[src/rtl/grid_dist_pkg.sv]
package grid_dist_pkg;

   typedef enum logic {
      GD_IDLE = 1'b0,
      GD_RUN  = 1'b1
   } gd_state_e;

endpackage

[src/rtl/gd_slot_bank.sv]
module gd_slot_bank #(
   parameter int NUM_SM = 8,
   parameter int SLOT_W = 4,
   parameter int SM_W   = 3
) (
   input  logic                           clk,
   input  logic                           rst_n,
   input  logic                           add_en,
   input  logic [SM_W-1:0]                add_sm,
   input  logic [NUM_SM-1:0]              rel,
   output logic [NUM_SM-1:0][SLOT_W-1:0]  occ,
   output logic [NUM_SM-1:0]              busy
);

   localparam logic [SLOT_W-1:0] ONE = SLOT_W'(1);

   for (genvar g = 0; g < NUM_SM; g++) begin : g_sm
      logic hit;
      assign hit     = add_en && (add_sm == SM_W'(g));
      assign busy[g] = (occ[g] != '0);

      always_ff @(posedge clk) begin
         if (!rst_n) begin
            occ[g] <= '0;
         end else if (hit && !rel[g]) begin
            occ[g] <= occ[g] + ONE;
         end else if (!hit && rel[g]) begin
            occ[g] <= occ[g] - ONE;
         end
      end
   end

endmodule

[src/rtl/gd_pick.sv]
module gd_pick #(
   parameter int NUM_SM = 8,
   parameter int SLOT_W = 4,
   parameter int SM_W   = 3
) (
   input  logic [NUM_SM-1:0][SLOT_W-1:0] occ,
   input  logic [SLOT_W-1:0]             slots,
   input  logic [SM_W-1:0]               last,
   output logic [SM_W-1:0]               pick_sm,
   output logic                          pick_ok
);

   logic [SLOT_W-1:0] min_v;
   logic              any_room;
   logic [NUM_SM-1:0] cand;

   // lowest load among multiprocessors that still have room
   always_comb begin
      min_v    = '1;
      any_room = 1'b0;
      for (int i = 0; i < NUM_SM; i++) begin
         if (occ[i] < slots) begin
            if (!any_room || (occ[i] < min_v)) begin
               min_v = occ[i];
            end
            any_room = 1'b1;
         end
      end
   end

   always_comb begin
      for (int i = 0; i < NUM_SM; i++) begin
         cand[i] = (occ[i] < slots) && (occ[i] == min_v);
      end
   end

   // rotating scan beginning just past the last target
   always_comb begin
      pick_sm = '0;
      pick_ok = 1'b0;
      for (int k = 1; k <= NUM_SM; k++) begin
         if (!pick_ok && cand[(int'(last) + k) % NUM_SM]) begin
            pick_sm = SM_W'((int'(last) + k) % NUM_SM);
            pick_ok = 1'b1;
         end
      end
   end

endmodule

[src/rtl/gd_wave_meter.sv]
module gd_wave_meter #(
   parameter int NUM_SM = 8,
   parameter int BLK_W  = 16,
   parameter int CAP_W  = 8,
   parameter int SM_W   = 3
) (
   input  logic             clk,
   input  logic             rst_n,
   input  logic             clear,
   input  logic [CAP_W-1:0] cap,
   input  logic             step,
   output logic [BLK_W-1:0] waves,
   output logic [SM_W:0]    tail_idle
);

   localparam logic [CAP_W-1:0] SM_CNT = CAP_W'(NUM_SM);

   logic [CAP_W-1:0] in_wave;
   logic [CAP_W-1:0] in_wave_inc;
   logic [CAP_W-1:0] rem;

   assign in_wave_inc = in_wave + CAP_W'(1);

   always_ff @(posedge clk) begin
      if (!rst_n || clear) begin
         in_wave <= '0;
         waves   <= '0;
      end else if (step) begin
         if (in_wave == '0) begin
            waves <= waves + BLK_W'(1);
         end
         in_wave <= (in_wave_inc == cap) ? '0 : in_wave_inc;
      end
   end

   always_comb begin
      rem = (in_wave == '0) ? cap : in_wave;
      if (waves == '0) begin
         tail_idle = (SM_W+1)'(NUM_SM);
      end else if (rem >= SM_CNT) begin
         tail_idle = '0;
      end else begin
         tail_idle = (SM_W+1)'(SM_CNT - rem);
      end
   end

endmodule

[src/rtl/grid_distributor.sv]
module grid_distributor #(
   parameter int NUM_SM = 8,
   parameter int SLOT_W = 4,
   parameter int BLK_W  = 16,
   localparam int SM_W  = $clog2(NUM_SM)
) (
   input  logic                 clk,
   input  logic                 rst_n,
   input  logic                 launch_valid,
   output logic                 launch_ready,
   input  logic [BLK_W-1:0]     launch_blocks,
   input  logic [SLOT_W-1:0]    launch_slots,
   output logic                 asg_valid,
   input  logic                 asg_ready,
   output logic [BLK_W-1:0]     asg_block,
   output logic [SM_W-1:0]      asg_sm,
   input  logic [NUM_SM-1:0]    cpl_valid,
   output logic [NUM_SM-1:0]    cpl_ready,
   output logic                 done,
   output logic [BLK_W-1:0]     wave_count,
   output logic [SM_W:0]        tail_idle
);
   import grid_dist_pkg::*;

   localparam int CAP_W = SLOT_W + SM_W + 1;

   if (NUM_SM < 2) begin : g_bad_sm
      $error("grid_distributor: NUM_SM must be at least 2");
   end
   if (SLOT_W < 1) begin : g_bad_slot
      $error("grid_distributor: SLOT_W must be at least 1");
   end
   if (BLK_W < 2) begin : g_bad_blk
      $error("grid_distributor: BLK_W must be at least 2");
   end

   gd_state_e                   state;
   logic [BLK_W-1:0]            n_blocks;
   logic [SLOT_W-1:0]           slots_r;
   logic [CAP_W-1:0]            cap_r;
   logic [BLK_W-1:0]            issued;
   logic [BLK_W-1:0]            issued_next;
   logic [BLK_W-1:0]            outstanding;
   logic [BLK_W-1:0]            out_next;
   logic [SM_W-1:0]             last_sm;
   logic                        held;
   logic [SM_W-1:0]             held_sm;
   logic [NUM_SM-1:0][SLOT_W-1:0] occ;
   logic [NUM_SM-1:0]           busy;
   logic [NUM_SM-1:0]           cpl_fire;
   logic [SM_W:0]               n_rel;
   logic [SM_W-1:0]             pick_sm;
   logic                        pick_ok;
   logic                        fire_asg;
   logic                        launch_acc;
   logic                        empty_grid;

   assign launch_ready = (state == GD_IDLE);
   assign launch_acc   = launch_valid && launch_ready;
   assign empty_grid   = (launch_blocks == '0) || (launch_slots == '0);

   assign cpl_ready = busy;
   assign cpl_fire  = cpl_valid & busy;

   assign asg_valid = (state == GD_RUN) && (issued != n_blocks) && (held || pick_ok);
   assign asg_sm    = held ? held_sm : pick_sm;
   assign asg_block = issued;
   assign fire_asg  = asg_valid && asg_ready;

   always_comb begin
      n_rel = '0;
      for (int i = 0; i < NUM_SM; i++) begin
         n_rel = n_rel + (SM_W+1)'(cpl_fire[i]);
      end
   end

   assign issued_next = issued + BLK_W'(fire_asg);
   assign out_next    = outstanding + BLK_W'(fire_asg) - BLK_W'(n_rel);

   gd_slot_bank #(
      .NUM_SM (NUM_SM),
      .SLOT_W (SLOT_W),
      .SM_W   (SM_W)
   ) u_bank (
      .clk    (clk),
      .rst_n  (rst_n),
      .add_en (fire_asg),
      .add_sm (asg_sm),
      .rel    (cpl_fire),
      .occ    (occ),
      .busy   (busy)
   );

   gd_pick #(
      .NUM_SM (NUM_SM),
      .SLOT_W (SLOT_W),
      .SM_W   (SM_W)
   ) u_pick (
      .occ     (occ),
      .slots   (slots_r),
      .last    (last_sm),
      .pick_sm (pick_sm),
      .pick_ok (pick_ok)
   );

   gd_wave_meter #(
      .NUM_SM (NUM_SM),
      .BLK_W  (BLK_W),
      .CAP_W  (CAP_W),
      .SM_W   (SM_W)
   ) u_waves (
      .clk       (clk),
      .rst_n     (rst_n),
      .clear     (launch_acc),
      .cap       (cap_r),
      .step      (fire_asg),
      .waves     (wave_count),
      .tail_idle (tail_idle)
   );

   always_ff @(posedge clk) begin
      if (!rst_n) begin
         state       <= GD_IDLE;
         n_blocks    <= '0;
         slots_r     <= '0;
         cap_r       <= '0;
         issued      <= '0;
         outstanding <= '0;
         last_sm     <= SM_W'(NUM_SM - 1);
         held        <= 1'b0;
         held_sm     <= '0;
         done        <= 1'b0;
      end else begin
         outstanding <= out_next;
         if (launch_acc) begin
            n_blocks <= launch_blocks;
            slots_r  <= launch_slots;
            cap_r    <= CAP_W'(launch_slots) * CAP_W'(NUM_SM);
            issued   <= '0;
            held     <= 1'b0;
            done     <= empty_grid;
            state    <= empty_grid ? GD_IDLE : GD_RUN;
         end else begin
            issued  <= issued_next;
            held    <= asg_valid && !asg_ready;
            held_sm <= asg_sm;
            if (fire_asg) begin
               last_sm <= asg_sm;
            end
            if ((state == GD_RUN) && (issued_next == n_blocks) && (out_next == '0)) begin
               done  <= 1'b1;
               state <= GD_IDLE;
            end
         end
      end
   end

endmodule

[config.mk]
export PLATFORM = sky130hd
export DESIGN_NAME = grid_distributor
export DESIGN_NICKNAME = d
export VERILOG_FILES = /design/src/rtl/grid_dist_pkg.sv /design/src/rtl/gd_slot_bank.sv /design/src/rtl/gd_pick.sv /design/src/rtl/gd_wave_meter.sv /design/src/rtl/grid_distributor.sv
export SDC_FILE = /design/constraint.sdc
export NUM_CORES = 1
export LEC_CHECK = 0
export BUFFER_PORTS_ARGS = -buffer_cell sky130_fd_sc_hd__buf_2
export CORE_MARGIN = 2
export CORE_UTILIZATION = 40
export DETAILED_ROUTE_END_ITERATION = 8
export HOLD_SLACK_MARGIN = 0.06
export SETUP_SLACK_MARGIN = 0.1
export SYNTH_ARGS = -nofsm -noshare
export SYNTH_HDL_FRONTEND = slang
export SYNTH_HIERARCHICAL = 1
export SYNTH_SLANG_ARGS = --single-unit
[constraint.sdc]
create_clock -name clk -period 46.3 [get_ports clk]
set_input_delay 9.26 -clock clk [delete_from_list [all_inputs] [get_ports clk]]
set_output_delay 9.26 -clock clk [all_outputs]
set_load 0.01 [all_outputs]
==> results of run 1 <==
[layout make-up]
class	count	area share, %
flip-flops and latches	117	18.4
repair buffers	90	3.71
multi-input cells	1196	67.0
clock inverters	14	0.805
clock buffers	18	3.45
well taps	384	3.77
inverters	97	2.86
[cells in the final DEF, fill, tap and decap left out, types with 8 or more instances in the layout]
| cell | n |
|---|---|
| nor2_1 | 112 |
| o32ai_1 | 11 |
| o22ai_1 | 13 |
| a21o_1 | 16 |
| o211ai_1 | 12 |
| nand2_1 | 136 |
| fa_1 | 14 |
| ha_1 | 88 |
| a21boi_1 | 23 |
| mux2i_1 | 30 |
| o31ai_1 | 9 |
| o21ai_0 | 57 |
| o21a_1 | 10 |
| and3_1 | 22 |
| clkbuf_16 | 17 |
| nand3_1 | 35 |
| buf_4 | 9 |
| and4_1 | 10 |
| dfxtp_1 | 117 |
| inv_1 | 94 |
| nor3_1 | 39 |
| a31oi_1 | 17 |
| and2_1 | 38 |
| nor2b_1 | 19 |
| a21oi_1 | 65 |
| a211oi_1 | 32 |
| conb_1 | 15 |
| nor3b_1 | 9 |
| o221ai_1 | 8 |
| nand4_1 | 35 |
| xnor2_1 | 70 |
| buf_2 | 81 |
| or4_1 | 16 |
| nor4_1 | 20 |
| nand2b_1 | 21 |
| xor2_1 | 36 |
[metal layers]
metal / up-vias / share of wire (%) / wire length (microns) / GRT usage, %
met1: 5325 / 46 / 16100 / 31.4
met4: 0 / 2.9 / 1030 / 8.90
li1: 5498 / - / - / -
met3: 66 / 6.3 / 2240 / 4.65
met2: 396 / 45 / 15800 / 37.4
met5: - / 0 / 0 / 0
[worst register-to-register path, delay by kind of cell, from the launching register on]
kind            cells  cell delay (ps)
simple gates       19             3040
mux                 4             1610
compound gates     35             8910
fa+ha+maj          11             3180
buf+inv             7             1140
flops               1              680
[state kept, by name (all words and copies together) (netlist names), 3 cells and up]
name / cells
n_blocks: 16
u_waves/in_wave: 8
asg_block: 16
u_bank/occ: 32
u_waves/waves: 16
outstanding: 16
held_sm: 3
last_sm: 3
slots_r: 4
[cell families after synthesis]
kind of cell / Yosys count
flops: 117
mux: 37
compound gates: 388
other cells: 1
xor+xnor: 106
fa+ha+maj: 104
simple gates: 546
buf+inv: 158
[worst paths after layout]
kind / to / slack [ps] / cells past startpoint
worst max-delay path: asg_sm[0] / 20980 / 65
worst min-delay path: n_blocks[13] / 470 / 2
worst min register to register: n_blocks[13] / 470 / 2
worst max register to register: state / 27660 / 76
[per-stage QoR]
step,hold slack [ps],instances
final,472,1916
after detailed placement,466,1884
after global routing,503,1916
after global placement,466,1884
after CTS,474,1916
after floorplan,443,1471
==> summary.txt, run 1 <==
Floorplan
  • Die Y-Extent: 173 microns
  • Die area: 30100 sq um
  • Placeable Area: 28500 sq um
  • Starting Density: 40.3%
  • Rows: 62
  • Ports: 82
  • Die X: 173 microns

Timing
  • RSZ-0062 raised after global routing: false
  • Max-slew violations: 0
  • Period minus WS final: 25320 ps
  • F_max: 39.5 MHz
  • Post-route setup TNS: 0 ps
  • Clock skew: 9.10 ps
  • Slew @ Worst Pin: 1040 ps
  • Slew HR: 29.8%
  • Post-route clock period utilization: 54.7%
  • # setup viols final: 0
  • Slack of the critical path: 20980 ps
  • Final Hold Fails: 0

Logic synthesis
  • Largest area contributor in the netlist: dfxtp_1
  • Synth top cells by count: nand2_1, dfxtp_1, nor2_1, inv_1, ha_1
  • Xor/xnor share of the synthesized area: 8.09%
  • Top cell type's share of synthesized area: 20.4%
  • Count leader, synth: nand2_1
  • Largest family of logic cells by synthesized area: compound AO/OA/AOI/OAI gates
  • Synth Cell Area: 11500 sq um
  • YS warnings: 6
  • Complex-gate fraction of the synthesized area: 25.2%
  • Sequential area share after synthesis: 20.4%
  • Post-synthesis mux area share: 3.60%
  • Post-Synth Adder-Cell Area: 12.2%
  • Cells after Synth: 1457
  • Ys flop type: dfxtp_1
  • EDFF count, synth: 0
  • Largest cells by area after synthesis: dfxtp_1, ha_1, xnor2_1, nand2_1, nor2_1
  • Cell variety after synth: 103
  • Synth Register Bits: 117
  • Simple-gate share of the synthesized area: 24.9%
  • Syn_area_per_cell: 7.88 sq um
  • Fraction of registers with async set/reset: 0%

Clock network
  • Num CTS Buffers: 17
  • Hold Buf Count CTS: 0
  • CTS tree: yes
  • Buffers inserted by post-CTS timing repair: 0
  • CTS Buffer Depth: 2
  • Post-CTS Resized: 0
  • Clock Sinks: 117
  • Clock slew at reported path FFs: 60 ps
  • Clock latency on the worst-skew pair: 440 ps
  • Clock root cell: clkbuf_16
  • CTS HTree Levels: 4

Worst setup path
  • Crit Path Class: reg2out
  • Reg2reg start: u_bank/occ[1]
  • Setup crit start: u_bank/occ[1]
  • CP arrival: 16060 ps
  • Maximum single-stage delay on the critical path: 680 ps
  • CP max FO: 31
  • Largest delay contributor family on the critical path: compound AO/OA/AOI/OAI gates
  • CP endpoint kind: output pin
  • Crit-path most repeated cell: ha_1
  • CP max stage cell: dfxtp_1
  • Startpoint Class: flip-flop
  • Buf/Inv on CP: 7
  • Critical Path RT: 37040 ps

Run status
  • Status: complete, no violations

Hold path
  • Hold_sp: n_blocks[13]
  • Min-delay worst type: reg2reg

Final layout
  • Layout cells sized above 1: 11.3%
  • Nets@finish: 1653
  • Reg area: 2340 sq um
  • Util after Layout: 44.8%
  • # diodes: 0
  • Post-route cell area: 12700 sq um
  • Multi-input logic area: 8540 sq um
  • # fillers: 2904
  • Layout overhead on the synthesized area: 11.1%

Detailed routing
  • Via count: 11.3k
  • Post-DRT Antenna Nets: 0
  • Total Routed Length: 35.2 mm
  • Drt wl/cell: 18.4 microns
  • DR iter-0 viols: 1145
  • DR pass1 iterations: 7
  • Via/cell ratio: 5.89
  • DRC: 0

Placement
  • Final HPWL DP: 26.2 mm
  • Post-placement cell area: 12200 sq um
  • Port-buffer cells: 81
  • Pre-CTS WS: 21730 ps
  • Final GP Congestion: 0.925

Global routing
  • Gr ovfl total: 0
  • Initial antenna violation count: 0
  • Vias in the first global route: 10.7k
  • Global-route wire length before repair: 57.0 mm
  • Largest net degree at the start of global routing: 90
  • Overall Global Routing Usage: 23.5%

Job
  • Max cap viols: 0
Power of run 1 is not shown: default switching activity piles up to over one toggle a cycle in this logic, so the estimate is an artifact.
==> inputs of run 2 (changes only) <==
==> constraint.sdc (replaced) <==
create_clock -name clk -period 20.4 [get_ports clk]
set_input_delay 4.08 -clock clk [delete_from_list [all_inputs] [get_ports clk]]
set_output_delay 4.08 -clock clk [all_outputs]
set_load 0.01 [all_outputs]
==> run 2 against run 1 <==
  * Via count increased by 0.61%
  * Utilization is 0.86 points higher
  * Cell area grew 1.9%
  * Largest cell class unchanged
  * Critical endpoint unchanged
  * Routed wire length fell by 0.14%
  * Worst hold slack improved by 10 ps
  * Die area stayed put
  * Clock skew about the same
  * Worst setup slack worse by 20000 ps
  * Non-clock buffer count increased by 8
==> summary.txt, run 2 (same netlist as run 1, synthesis figures left out) <==
Worst setup path
  • CP max stage cell: mux4_2
  • Reg2reg start: slots_r[2]
  • CP max FO: 17 (-45%)
  • Largest delay contributor family on the critical path: compound AO/OA/AOI/OAI gates
  • Critical Path RT: 16320 ps (-20720 ps)
  • CP arrival: 15250 ps (-810 ps)
  • Setup crit start: slots_r[2]
  • CP endpoint kind: output pin
  • Crit-path most repeated cell: ha_1
  • Buf/Inv on CP: 8 (+1)
  • Startpoint Class: flip-flop
  • Crit Path Class: reg2out
  • Maximum single-stage delay on the critical path: 570 ps (-110 ps)

Final layout
  • Commonest cells after routing, fill and taps aside: nand2_1, dfxtp_1, nor2_1
  • Commonest non-fill, non-tap cell in the layout: nand2_1
  • Max FFs per register: 32 (unchanged)
  • # fillers: 2905 (+0.034%)
  • Post-route cell area: 13000 sq um (+1.9%)
  • Reg area: 2340 sq um (about the same)
  • Layout cells sized above 1: 12.5% (+1.2 points)
  • Final std cells w/o fill: 1924 (+0.42%)
  • Most flops, register: u_bank/occ
  • # diodes: 0 (unchanged)
  • Layout overhead on the synthesized area: 13.2%
  • Nets@finish: 1661 (+0.48%)
  • Multi-input logic area: 8640 sq um (+1.2%)

Hold path
  • Hold_sp: n_blocks[13]
  • Min-delay worst type: reg2reg

Timing
  • Period minus WS final: 19330 ps
  • Post-route setup TNS: 0 ps (unchanged)
  • F_max: 51.7 MHz
  • Slew HR: 38.9% (+9.1 points)
  • # setup viols final: 0 (unchanged)
  • Final Hold Fails: 0 (unchanged)
  • Post-route clock period utilization: 94.7%
  • Clock skew: 9.18 ps (+0.0722 ps)
  • Max-slew violations: 0 (unchanged)
  • RSZ-0062 raised after global routing: false
  • Slew @ Worst Pin: 916 ps (-120 ps)
  • Fin Hold WS: 482 ps (+9.95 ps)

Clock network
  • CTS tree: yes
  • CTS HTree Levels: 4 (unchanged)
  • CTS Buffer Depth: 2 (unchanged)
  • Clock root cell: clkbuf_16
  • Num CTS Buffers: 17 (unchanged)
  • Hold Buf Count CTS: 0 (unchanged)
  • Clock Sinks: 117 (unchanged)
  • Clock slew at reported path FFs: 60 ps (about the same)
  • Clock latency on the worst-skew pair: 430 ps (about the same)

Placement
  • Final GP Congestion: 0.987 (+6.6%)
  • Final HPWL DP: 26.3 mm (+0.22%)
  • Post-placement cell area: 12200 sq um (about the same)
  • Port-buffer cells: 81 (unchanged)
  • Post-placement cell count: 1883 (-0.053%)

Run status
  • Status: complete, no violations

Job
  • Max cap viols: 0 (unchanged)

Detailed routing
  • Via/cell ratio: 5.90 (+0.19%)
  • Drt wl/cell: 18.3 microns (-0.55%)
  • DRC: 0 (unchanged)
  • Via count: 11.4k (+0.61%)
  • Post-DRT Antenna Nets: 0 (unchanged)
  • Total Routed Length: 35.2 mm (-0.14%)
  • DR iter-0 viols: 1014 (-11%)
  • DR pass1 iterations: 6 (-1)

Global routing
  • Initial antenna violation count: 0 (unchanged)
  • Overall Global Routing Usage: 23.1% (-0.43 points)
  • Global-route wire length before repair: 56.3 mm (-1.2%)
  • Largest net degree at the start of global routing: 90 (unchanged)
  • Gr ovfl total: 0 (unchanged)
  • Vias in the first global route: 10.4k (-2.8%)

Floorplan
  • Rows: 62 (unchanged)
  • Die Y-Extent: 173 microns (unchanged)
  • Placeable Area: 28500 sq um (unchanged)
  • Starting Density: 40.3% (unchanged)
  • Ports: 82 (unchanged)
  • Die area: 30100 sq um (unchanged)
  • Die X: 173 microns (unchanged)
## run 2: changes by cell type in the layout (fill, tap and decap cells not counted), moves of 2 or more
cell       before  now
clkinv_2        5    0
o21ai_1         7    9
o21ai_0        57   54
inv_6           3    7
a211oi_1       32   30
bufinv_16       0    3
mux2i_1        30   28
buf_4           9   17
## run 2: final timing paths
| path | to | slack [ps] | cells past startpoint |
|---|---|---|---|
| max | asg_sm[0] | 1070 | 66 |
| min | n_blocks[13] | 480 | 2 |
| max reg2reg | state | 2590 | 77 |
| min reg2reg | n_blocks[13] | 480 | 2 |
## run 2: worst min-delay path, stage by stage, from the launching register on
cell,delay (ps)
dfxtp_1,320
nand2_1,60
a21boi_1,60
## run 2: metrics by stage
step	setup slack (ps)	utilization, %
after floorplan	3170	-
after global placement	1250	42.8
after detailed placement	736	42.8
after CTS	198	45.0
after global routing	28.7	45.6
final	1070	45.6
## run 2: layout make-up
cell class	instances	share of cell area, %
tap	384	3.70
timing repair buffer	98	4.10
clock inverter	14	1.44
inverter	97	2.80
multi-input combinational	1196	66.5
clock buffer	18	3.38
sequential	117	18.0
## run 2: repair_timing
action,4_1_cts,5_1_grt
setup endpoints to repair,0,6
buffers inserted,0,9
gates resized for setup,0,20
hold endpoints to repair,0,0
## run 2: layer usage
metal  vias to the layer above  share of wire [%]  GRT usage (%)
met5                         -                  0              0
met4                         0                2.5           7.52
met3                        62                6.1           3.55
met2                       420                 45           36.2
met1                      5346                 47           32.3
li1                       5526                  -              -
Power of run 2 is left out for the same reason.
==> inputs of run 3 (changes only) <==
--- a/config.mk
+++ b/config.mk
@@ -5,6 +5,7 @@
 export SDC_FILE = /design/constraint.sdc
 export NUM_CORES = 1
 export LEC_CHECK = 0
+export ABC_AREA = 1
 export BUFFER_PORTS_ARGS = -buffer_cell sky130_fd_sc_hd__buf_2
 export CORE_MARGIN = 2
 export CORE_UTILIZATION = 40
@@ -13,5 +14,4 @@
 export SETUP_SLACK_MARGIN = 0.1
 export SYNTH_ARGS = -nofsm -noshare
 export SYNTH_HDL_FRONTEND = slang
-export SYNTH_HIERARCHICAL = 1
 export SYNTH_SLANG_ARGS = --single-unit
==> constraint.sdc (replaced) <==
create_clock -name clk -period 15.61 [get_ports clk]
set_input_delay 3.122 -clock clk [delete_from_list [all_inputs] [get_ports clk]]
set_output_delay 3.122 -clock clk [all_outputs]
set_load 0.01 [all_outputs]
==> run 3 against run 2 <==
  * Critical path depth increased by 15
  * Non-clock buffer count decreased by 10
  * Clock skew increased by 6.9 ps
  * Critical endpoint is now asg_sm[2]
==> summary.txt, run 3 <==
Placement
  • Final GP Congestion: 0.908 (-7.9%)
  • Port-buffer cells: 81 (unchanged)
  • Final HPWL DP: 22.3 mm (-15%)
  • Pre-CTS WS: 1930 ps (+1190 ps)

Logic synthesis
  • Syn_area_per_cell: 6.54 sq um (-17%)
  • Synth Register Bits: 117 (unchanged)
  • Top cell type's share of synthesized area: 22.9% (+2.5 points)
  • Synth top cells by count: nand2_1, inv_1, nor2_1, nand3_1, dfxtp_1
  • Largest cells by area after synthesis: dfxtp_1, nand2_1, ha_1, inv_1, nand3_1
  • Post-Synth Adder-Cell Area: 13.6% (+1.4 points)
  • Largest area contributor in the netlist: dfxtp_1
  • EDFF count, synth: 0 (unchanged)
  • Simple-gate share of the synthesized area: 34.2% (+9.3 points)
  • Fraction of registers with async set/reset: 0% (unchanged)
  • Count leader, synth: nand2_1
  • Cells after Synth: 1564 (+7.3%)
  • Complex-gate fraction of the synthesized area: 12.8% (-12 points)
  • Xor/xnor share of the synthesized area: 6.33% (-1.8 points)
  • Mapped Nets: 1699
  • Largest family of logic cells by synthesized area: simple AND/OR/NAND/NOR gates
  • YS warnings: 0 (-6)
  • Ys flop type: dfxtp_1
  • Post-synthesis mux area share: 0% (-3.6 points)
  • Synth Cell Area: 10200 sq um (-11%)
  • Cell variety after synth: 51 (-50%)
  • Sequential area share after synthesis: 22.9% (+2.5 points)

Clock network
  • Clock root cell: clkbuf_16
  • Post-CTS Resized: 0 (unchanged)
  • Clock latency on the worst-skew pair: 440 ps (about the same)
  • Hold Buf Count CTS: 0 (unchanged)
  • Num CTS Buffers: 17 (unchanged)
  • CTS Buffer Depth: 2 (unchanged)
  • Clock Sinks: 117 (unchanged)
  • CTS HTree Levels: 4 (unchanged)
  • Clock slew at reported path FFs: 60 ps (about the same)
  • CTS tree: yes
  • Buffers inserted by post-CTS timing repair: 0 (unchanged)

Detailed routing
  • Total Routed Length: 29.0 mm (-17%)
  • DR pass1 iterations: 7 (+1)
  • Via count: 10.2k (-10%)
  • DRC: 0 (unchanged)
  • Via/cell ratio: 5.12 (-13%)
  • Drt wl/cell: 14.6 microns (-20%)
  • DR iter-0 viols: 678 (-33%)
  • Post-DRT Antenna Nets: 0 (unchanged)

Final layout
  • Nets@finish: 1778 (+7.0%)
  • Max FFs per register: 32 (unchanged)
  • Most flops, register: u_bank.occ
  • Commonest non-fill, non-tap cell in the layout: nand2_1
  • # fillers: 2642 (-9.1%)
  • Layout overhead on the synthesized area: 12.5%
  • Commonest cells after routing, fill and taps aside: nand2_1, inv_1, nor2_1
  • Layout cells sized above 1: 11.2% (-1.4 points)
  • Util after Layout: 45.7% (+0.10 points)

Timing
  • Final Hold Fails: 0 (unchanged)
  • Post-route setup TNS: 0 ps (unchanged)
  • Clock skew: 16.1 ps (+6.94 ps)
  • Slack of the critical path: 1310 ps (+234 ps)
  • Slew HR: 37.2% (-1.7 points)
  • Post-route clock period utilization: 91.6%
  • # setup viols final: 0 (unchanged)
  • Period minus WS final: 14300 ps
  • Fin Hold WS: 478 ps (-4.73 ps)
  • Max-slew violations: 0 (unchanged)
  • F_max: 69.9 MHz
  • RSZ-0062 raised after global routing: false
  • Slew @ Worst Pin: 941 ps (+24.8 ps)

Global routing
  • Global-route wire length before repair: 47.7 mm (-15%)
  • Initial antenna violation count: 1 (+1)
  • Largest net degree at the start of global routing: 45 (-50%)
  • Vias in the first global route: 9430 (-9.3%)
  • Gr ovfl total: 0 (unchanged)
  • Overall Global Routing Usage: 22.2% (-0.86 points)

Worst setup path
  • Crit-path most repeated cell: nand2_1
  • Worst R2R End: state
  • Reg2reg path depth: 101 (+31%)
  • Crit Path Class: reg2out
  • Maximum single-stage delay on the critical path: 340 ps (-230 ps)
  • Startpoint Class: flip-flop
  • Reg2reg start: slots_r[3]
  • Critical Path RT: 12490 ps (-3830 ps)
  • CP arrival: 11180 ps (-4070 ps)
  • CP max stage cell: nand3_1
  • Flop2flop setup slack: 1810 ps (-780 ps)
  • CP max FO: 11 (-6)
  • CP endpoint kind: output pin

Floorplan
  • Die area: 26900 sq um (-11%)
  • Starting Density: 40.6% (+0.34 points)
  • Die Y-Extent: 164 microns (-5.4%)
  • Rows: 58 (-6.5%)
  • Ports: 82 (unchanged)
  • Die X: 164 microns (-5.4%)
  • Placeable Area: 25200 sq um (-12%)

Hold path
  • Min-Delay Path Depth: 2 (unchanged)
  • Hold_sp: u_waves.in_wave[4]
  • Hold Path End: u_waves.in_wave[4]
  • Min-delay worst type: reg2reg

Run status
  • Status: complete, no violations

Job
  • Max cap viols: 0 (unchanged)
==> run 3: area by class of cell <==
type | instances | area, sq um | share of cell area, %
multi-input cells | 1183 | 6860 | 59.6
flip-flops and latches | 117 | 2340 | 20.3
inverters | 236 | 886 | 7.69
repair buffers | 88 | 458 | 3.98
clock buffers | 19 | 443 | 3.85
well taps | 330 | 413 | 3.59
clock inverters | 13 | 113 | 0.978
diodes | 1 | 2.50 | 0.0217
==> run 3: worst max-delay path: cells and delay by family (launching register included) <==
family / cells / cell delay (ps)
AND/OR/NAND/NOR: 47 / 4640
flip-flops: 1 / 320
AO/OA/AOI/OAI: 13 / 2290
buffers and inverters: 13 / 1100
adder cells (fa/ha/maj): 8 / 2390
==> run 3: cell families (layout without fill, tap and decap cells) <==
family / count (synthesis) / in the layout
XOR/XNOR: 74 / 74
buffers and inverters: 264 / 356
flip-flops: 117 / 117
AO/OA/AOI/OAI: 227 / 227
adder cells (fa/ha/maj): 103 / 103
AND/OR/NAND/NOR: 779 / 779
other: 0 / 1
==> run 3: stage by stage <==
stage / std cells / cell area [sq um]
finish: 1987 / 11500
detailed placement: 1954 / 11000
CTS: 1986 / 11500
global route: 1986 / 11500
floorplan: 1564 / 10200
global placement: 1954 / 11000
==> run 3: worst max path at each step <==
stage,end,startpoint,cells past startpoint
2_1_floorplan,asg_sm[0],slots_r[3],77
3_3_place_gp,asg_sm[0],slots_r[3],82
3_5_place_dp,asg_sm[0],slots_r[3],82
4_1_cts,asg_sm[0],slots_r[3],82
5_1_grt,state,slots_r[3],99
6_report,asg_sm[2],slots_r[3],81
==> run 3: routing by layer <==
layer  part of all wire [%]  wire [microns]  track usage, %  up-vias
met5                      0               0               0        -
met4                    1.6             476            6.30        0
met3                    4.8            1400            3.56       39
met2                     46           13400            37.1      260
met1                     47           13800            29.5     4589
li1                       -               -               -     5285
Power of run 3 is left out for the same reason.
